--- src/rtl/hlp_pkg.sv ---
package hlp_pkg;

   typedef enum logic {
      GATE_IDLE = 1'b0,
      GATE_OPEN = 1'b1
   } gate_state_e;

   // Number of clocks a gate stays open for a given width code
   function automatic int unsigned gate_clocks(input int unsigned code);
      return code + 1;
   endfunction

endpackage

--- src/rtl/hlp_chan_front.sv ---
module hlp_chan_front #(
   parameter int SYNC_STAGES = 2
) (
   input  logic clk,
   input  logic rst,
   input  logic raw_in,
   input  logic invert,
   output logic hit_pulse
);

   generate
      if (SYNC_STAGES < 2) begin : g_bad_sync
         $error("hlp_chan_front: SYNC_STAGES must be at least 2");
      end
   endgenerate

   logic [SYNC_STAGES-1:0] sync_q;
   logic                   last_q;
   logic                   adj_in;

   assign adj_in = raw_in ^ invert;

   always_ff @(posedge clk) begin
      if (rst) begin
         sync_q <= '0;
         last_q <= 1'b0;
      end else begin
         sync_q <= {sync_q[SYNC_STAGES-2:0], adj_in};
         last_q <= sync_q[SYNC_STAGES-1];
      end
   end

   assign hit_pulse = sync_q[SYNC_STAGES-1] & ~last_q;

   AST_HIT_SINGLE_CYCLE: assert property (@(posedge clk) disable iff (rst)
      hit_pulse |=> !hit_pulse)
      else $error("hit pulse lasted more than one clock");

endmodule

--- src/rtl/hlp_delay_line.sv ---
module hlp_delay_line #(
   parameter int DEPTH = 100
) (
   input  logic clk,
   input  logic rst,
   input  logic din,
   output logic dout
);

   generate
      if (DEPTH < 2) begin : g_bad_depth
         $error("hlp_delay_line: DEPTH must be at least 2");
      end
   endgenerate

   logic [DEPTH-1:0] stage_q;

   always_ff @(posedge clk) begin
      if (rst) stage_q <= '0;
      else     stage_q <= {stage_q[DEPTH-2:0], din};
   end

   assign dout = stage_q[DEPTH-1];

endmodule

--- src/rtl/hlp_gate_ctrl.sv ---
module hlp_gate_ctrl
   import hlp_pkg::*;
#(
   parameter int GW_BITS = 3
) (
   input  logic               clk,
   input  logic               rst,
   input  logic               trig,
   input  logic [GW_BITS-1:0] width_code,
   output logic               gate_en,
   output logic               gate_last,
   output logic               done_pulse
);

   localparam int CNT_W = GW_BITS + 1;

   generate
      if (GW_BITS < 1) begin : g_bad_gw
         $error("hlp_gate_ctrl: GW_BITS must be at least 1");
      end
   endgenerate

   gate_state_e      state_q;
   logic [CNT_W-1:0] left_q;
   logic             done_q;

   always_ff @(posedge clk) begin
      if (rst) begin
         state_q <= GATE_IDLE;
         left_q  <= '0;
         done_q  <= 1'b0;
      end else begin
         done_q <= 1'b0;
         case (state_q)
            GATE_IDLE: begin
               if (trig) begin
                  state_q <= GATE_OPEN;
                  left_q  <= CNT_W'(width_code) + CNT_W'(1);
               end
            end
            GATE_OPEN: begin
               left_q <= left_q - CNT_W'(1);
               if (left_q == CNT_W'(1)) begin
                  state_q <= GATE_IDLE;
                  done_q  <= 1'b1;
               end
            end
            default: state_q <= GATE_IDLE;
         endcase
      end
   end

   assign gate_en    = (state_q == GATE_OPEN);
   assign gate_last  = (state_q == GATE_OPEN) && (left_q == CNT_W'(1));
   assign done_pulse = done_q;

   AST_VALID_ONE_CLOCK: assert property (@(posedge clk) disable iff (rst)
      done_q |=> !done_q)
      else $error("valid pulse longer than one clock");

   AST_GATE_LOAD: assert property (@(posedge clk) disable iff (rst)
      (state_q == GATE_IDLE && trig) |=>
         (state_q == GATE_OPEN && left_q == CNT_W'($past(width_code)) + CNT_W'(1)))
      else $error("gate did not load width code");

   AST_TRIG_IN_GATE_IGNORED: assert property (@(posedge clk) disable iff (rst)
      (state_q == GATE_OPEN && trig && left_q != CNT_W'(1)) |=>
         (state_q == GATE_OPEN && left_q == $past(left_q) - CNT_W'(1)))
      else $error("trigger disturbed an open gate");

endmodule

--- src/rtl/hit_latency_pipe.sv ---
module hit_latency_pipe
   import hlp_pkg::*;
#(
   parameter int NUM_CH      = 16,
   parameter int DEPTH       = 100,
   parameter int SYNC_STAGES = 2,
   parameter int GW_BITS     = 3
) (
   input  logic               clk,
   input  logic               rst,
   input  logic               trigger,
   input  logic [GW_BITS-1:0] gate_width,
   input  logic [NUM_CH-1:0]  polarity,
   input  logic [NUM_CH-1:0]  hit_in,
   output logic [NUM_CH-1:0]  hit_pattern,
   output logic               hit_valid
);

   generate
      if (NUM_CH < 1) begin : g_bad_ch
         $error("hit_latency_pipe: NUM_CH must be at least 1");
      end
   endgenerate

   logic [NUM_CH-1:0] edge_hit;
   logic [NUM_CH-1:0] pipe_out;
   logic [NUM_CH-1:0] acc_q;
   logic [NUM_CH-1:0] pattern_q;
   logic              gate_en;
   logic              gate_last;
   logic              done_pulse;

   generate
      for (genvar ch = 0; ch < NUM_CH; ch++) begin : g_chan
         hlp_chan_front #(
            .SYNC_STAGES (SYNC_STAGES)
         ) u_front (
            .clk       (clk),
            .rst       (rst),
            .raw_in    (hit_in[ch]),
            .invert    (polarity[ch]),
            .hit_pulse (edge_hit[ch])
         );

         hlp_delay_line #(
            .DEPTH (DEPTH)
         ) u_delay (
            .clk  (clk),
            .rst  (rst),
            .din  (edge_hit[ch]),
            .dout (pipe_out[ch])
         );
      end
   endgenerate

   hlp_gate_ctrl #(
      .GW_BITS (GW_BITS)
   ) u_gate (
      .clk        (clk),
      .rst        (rst),
      .trig       (trigger),
      .width_code (gate_width),
      .gate_en    (gate_en),
      .gate_last  (gate_last),
      .done_pulse (done_pulse)
   );

   always_ff @(posedge clk) begin
      if (rst) begin
         acc_q     <= '0;
         pattern_q <= '0;
      end else if (gate_en) begin
         if (gate_last) begin
            pattern_q <= acc_q | pipe_out;
            acc_q     <= '0;
         end else begin
            acc_q <= acc_q | pipe_out;
         end
      end else begin
         acc_q <= '0;
      end
   end

   assign hit_pattern = pattern_q;
   assign hit_valid   = done_pulse;

   AST_PATTERN_HOLD: assert property (@(posedge clk) disable iff (rst)
      (!hit_valid && !$past(rst)) |-> $stable(hit_pattern))
      else $error("pattern changed without valid");

   AST_ACC_EMPTY_IDLE: assert property (@(posedge clk) disable iff (rst)
      (!gate_en) |=> (!gate_en || acc_q == '0))
      else $error("accumulator not empty at gate start");

endmodule

--- config.mk ---
export PLATFORM = sky130hd
export DESIGN_NAME = hit_latency_pipe
export DESIGN_NICKNAME = d
export VERILOG_FILES = /design/src/rtl/hlp_pkg.sv /design/src/rtl/hlp_chan_front.sv /design/src/rtl/hlp_delay_line.sv /design/src/rtl/hlp_gate_ctrl.sv /design/src/rtl/hit_latency_pipe.sv
export SDC_FILE = /design/constraint.sdc
export NUM_CORES = 2
export LEC_CHECK = 0
export ABC_AREA = 1
export BUFFER_PORTS_ARGS = -buffer_cell sky130_fd_sc_hd__buf_2
export CORE_ASPECT_RATIO = 0.5
export CORE_MARGIN = 3
export CORE_UTILIZATION = 60
export CTS_CLUSTER_SIZE = 40
export DETAILED_ROUTE_END_ITERATION = 10
export PLACE_DENSITY = 0.78
export SLEW_MARGIN = 20
export SYNTH_ARGS = -nofsm -noshare
export SYNTH_HDL_FRONTEND = slang
export SYNTH_SLANG_ARGS = --single-unit
--- constraint.sdc ---
create_clock -name clk -period 1.8 [get_ports clk]
set_clock_uncertainty 0.05 [all_clocks]
set_input_delay 0.36 -clock clk [delete_from_list [all_inputs] [get_ports clk]]
set_output_delay 0.36 -clock clk [all_outputs]
set_load 0.01 [all_outputs]
==> flow_summary.yaml <==
run_status:
  run_status: "finished clean"
drt:
  detail_route.vias_per_cell: 4.13
  router_iterations_before_antenna_repair: 5
  post_drt_wl_per_cell_um: 9.88
  num_vias: 26800
  first_iter_violations: 1446
  detail_route.drc_violations: 0
  antenna_left: 0
  detail_route.wirelength_um: 64200
yosys:
  yosys_reg_bits: 1686
  asyncSetResetFlopFracSynth: 0
  post_syn_instances: 5269
  syn_nets: 5310
  synth.avg_cell_area_um2: 9.11
  synth_largest_type_area_fraction: 0.703
  synth.cell_area_um2: 48000
  synth_flop_cell: "sky130_fd_sc_hd__dfxtp_1"
  synth.lib_cells_used.distinct: 21
  post_synth_edffs: 0
  yosys-top-cells-area: "sky130_fd_sc_hd__dfxtp_1 (70%), sky130_fd_sc_hd__nor2_1 (13%), sky130_fd_sc_hd__inv_1 (13%), sky130_fd_sc_hd__buf_2 (1.4%), sky130_fd_sc_hd__buf_6 (1.2%)"
  most_frequently_used_cell_type_in_the_post_synthesis_netlist: "sky130_fd_sc_hd__dfxtp_1"
  yosysWarnings: 0
  ys_top_cells_by_count: "sky130_fd_sc_hd__dfxtp_1 (1,686), sky130_fd_sc_hd__nor2_1 (1,669), sky130_fd_sc_hd__inv_1 (1,626)"
  sequential_fraction_of_the_synthesis_area: 0.703
  synth_area_leader_cell: "sky130_fd_sc_hd__dfxtp_1"
global_route:
  grt.overflow.total: 0
  via_count_of_the_first_global_routing_pass: 26400
  grt_antenna_before_repair: 0
  largest_net_degree_at_the_start_of_global_routing: 133
  grt_pass1_wl_um: 113000
  overall_track_demand_over_capacity_in_global_routing: 0.157
floorplan:
  dieArea_um2: 83700
  floorplan.core_area_um2: 78300
  fp.dieW_um: 406
  initial_utilization: 0.613
  floorplan.rows: 72
  top_level_i_o_count: 55
  die-height_um: 206
clock_network:
  tritoncts: "done"
  clock_transition_at_path_regs_ns: 0.07
  cts-buffers-inserted: 131
  cts.path.max_buffers: 3
  root_buffer_master: "sky130_fd_sc_hd__clkbuf_16"
  clk_latency_ns: 0.69
  post_cts.repair.setup_buffers: 0
  cts_htree_levels: 4
  clkSinkCount: 1686
critical_path:
  worst-r2r-setup-slack_ns: 0.18
  cp-end-kind: "register"
  worst-setup-path-type: "primary input to register"
  cp_data_arrival_time_ns: 2.27
  critical_path.max_stage_delay_ns: 0.56
  crit-reg2reg-capture: "u_gate.left_q[0]"
  cp-start-kind: "primary input"
  critical_path.max_fanout: 1
  rr_worst_depth: 5
  critical_path.n_buffers_inverters: 4
  worst_path_most_repeated_cell: "sky130_fd_sc_hd__dlygate4sd3_1"
  crit_path_cell_trace: "dlygate4sd3_1 -> buf_2 -> xnor2_1 -> dlygate4sd3_1 -> nor2_1 -> dlygate4sd3_1"
  worst_path_max_delay_cell: "sky130_fd_sc_hd__dlygate4sd3_1"
  cp_data_required_time_ns: 2.32
  critical_path.top_delay_family: "buffers and inverters"
  startpoint_of_the_worst_register_to_register_path: "u_gate.gate_en"
power_and_ir_drop:
  power.density_nw_per_um2: 1250
  peakVddDrop_mv: 0.885
  power_leakage_nw: 20.9
sta:
  finalWorstSetupSlack_ns: 0.0452
  worst_pin_slew_ns: 0.564
  post-route-period-util: 0.975
  total_count_of_hold_check_failures_in_the_final_report: 0
  timing_max_transition_violations_final: 0
  setup_repair_after_global_routing_missed_its_margin: "no"
  timing.setup.tns_ns: 0
  max_freq_mhz: 570
  fin_crit_ns: 1.75
  setup-violations-final: 0
  timing.max_slew.rel_slack: 0.624
layout:
  drive_above_1_share: 0.0609
  final_core_utilization: 0.688
  multi_input_comb_area_um2: 6880
  layout.nets: 5402
  n_antenna_cell: 0
  final_design_area_no_fill_um2: 53900
  regArea_um2: 33800
  n_fill_cell: 5396
  area_growth_syn_to_layout_pct: 12.2
hold_path:
  start_point_of_the_worst_min_delay_path: "gate_width[1]"
  min-delay-path-class: "primary input to register"
  holdPathStages: 5
  worstHoldEndpoint: "u_gate.left_q[3]"
place:
  hpwlAfterDp_um: 34500
  port_buffers: 54
  placement.setup.worst_slack_ns: 0.174
  place_congestion: 0.752
  placed_cell_area_um2: 49100
flow_run:
  max_capacitance_violation_count: 0
## worst max path at each step
stage                                 from                      endpoint  slack [ns]  cells after the start
after floorplan           u_gate.left_q[1]                     acc_q[10]        0.56                      6
after global placement    u_gate.left_q[1]                hit_pattern[4]        0.25                      6
after detailed placement  u_gate.left_q[1]                hit_pattern[4]        0.17                      6
after CTS                              rst              u_gate.left_q[0]        0.01                      6
after global routing                   rst              u_gate.left_q[0]        0.03                      6
final                           hit_in[14]  g_chan[14].u_front.sync_q[0]        0.05                      6
## cell families after synthesis
logic type,share of synthesized area
AND/OR/NAND/NOR,0.136
adder cells (fa/ha/maj),0.000782
flip-flops,0.703
buffers and inverters,0.154
XOR/XNOR,0.00292
AO/OA/AOI/OAI,0.00305
## repair_timing
action / 4_1_cts / 5_1_grt
hold endpoints to repair: 25 / 0
hold buffers: 39 / 0
gates resized for setup: 0 / 4
endpoints found under the setup margin: 0 / 4
## through the flow
stage / power, mW / hold slack [ns] / instances
after floorplan: 39.1 / 0.324 / 5269
after global placement: 39.2 / 0.328 / 6226
after detailed placement: 39.2 / 0.335 / 6226
after CTS: 68.1 / 0.00200 / 6501
after global routing: 69.7 / 0.0528 / 6500
final: 67.4 / 0.0645 / 6500
## power breakdown
group | switching, mW | internal [mW] | total [mW]
sequential | 0.0394 | 37.4 | 37.4
clock | 12.5 | 16.4 | 28.9
combinational | 0.712 | 0.364 | 1.08
## cells in the final DEF (no fill, tap or decap), types with 3 or more instances in the layout
cell type	count
sky130_fd_sc_hd__a21oi_1	3
sky130_fd_sc_hd__ha_1	3
sky130_fd_sc_hd__o21ai_0	9
sky130_fd_sc_hd__clkinv_4	3
sky130_fd_sc_hd__clkinv_2	21
sky130_fd_sc_hd__dfxtp_1	1686
sky130_fd_sc_hd__xnor2_1	16
sky130_fd_sc_hd__nand2_1	12
sky130_fd_sc_hd__clkbuf_8	28
sky130_fd_sc_hd__inv_1	1626
sky130_fd_sc_hd__buf_4	30
sky130_fd_sc_hd__buf_2	53
sky130_fd_sc_hd__o21ai_2	9
sky130_fd_sc_hd__clkbuf_16	139
sky130_fd_sc_hd__buf_12	27
sky130_fd_sc_hd__dlygate4sd3_1	37
sky130_fd_sc_hd__inv_6	3
sky130_fd_sc_hd__bufinv_16	8
sky130_fd_sc_hd__nor3_1	17
sky130_fd_sc_hd__clkbuf_1	32
sky130_fd_sc_hd__nand3_1	21
sky130_fd_sc_hd__nor2_1	1668
## registers in the layout (all words and copies together) (netlist names)
| name | cells |
|---|---|
| u_gate.done_pulse | 1 |
| u_gate.gate_en | 1 |
| g_chan.u_delay.stage_q | 1600 |
| hit_pattern | 16 |
| g_chan.u_front.last_q | 16 |
| u_gate.left_q | 4 |
| acc_q | 16 |
| g_chan.u_front.sync_q | 32 |
## final cells by class
cell class / count / area share
tap: 1036 / 0.0241
clock inverter: 38 / 0.00796
sequential: 1686 / 0.626
inverter: 1628 / 0.113
timing repair buffer: 149 / 0.0270
clock buffer: 198 / 0.0735
multi-input combinational: 1765 / 0.128
## worst register-to-register path, cell delays in order, from the launching register on
cell	delay, ns
sky130_fd_sc_hd__dfxtp_1	0.42
sky130_fd_sc_hd__nor2_2	0.28
sky130_fd_sc_hd__inv_1	0.08
sky130_fd_sc_hd__nand2_1	0.07
sky130_fd_sc_hd__a21oi_1	0.05
sky130_fd_sc_hd__dlygate4sd3_1	0.55
## metal layers
layer / wire length, um / vias to the layer above / global-route usage
met5: 0 / - / 0
met4: 989 / 0 / 0.0469
met3: 1940 / 94 / 0.0349
met2: 31000 / 168 / 0.276
met1: 30200 / 12200 / 0.195
li1: - / 14400 / -
(Power assumes the default switching activity.)
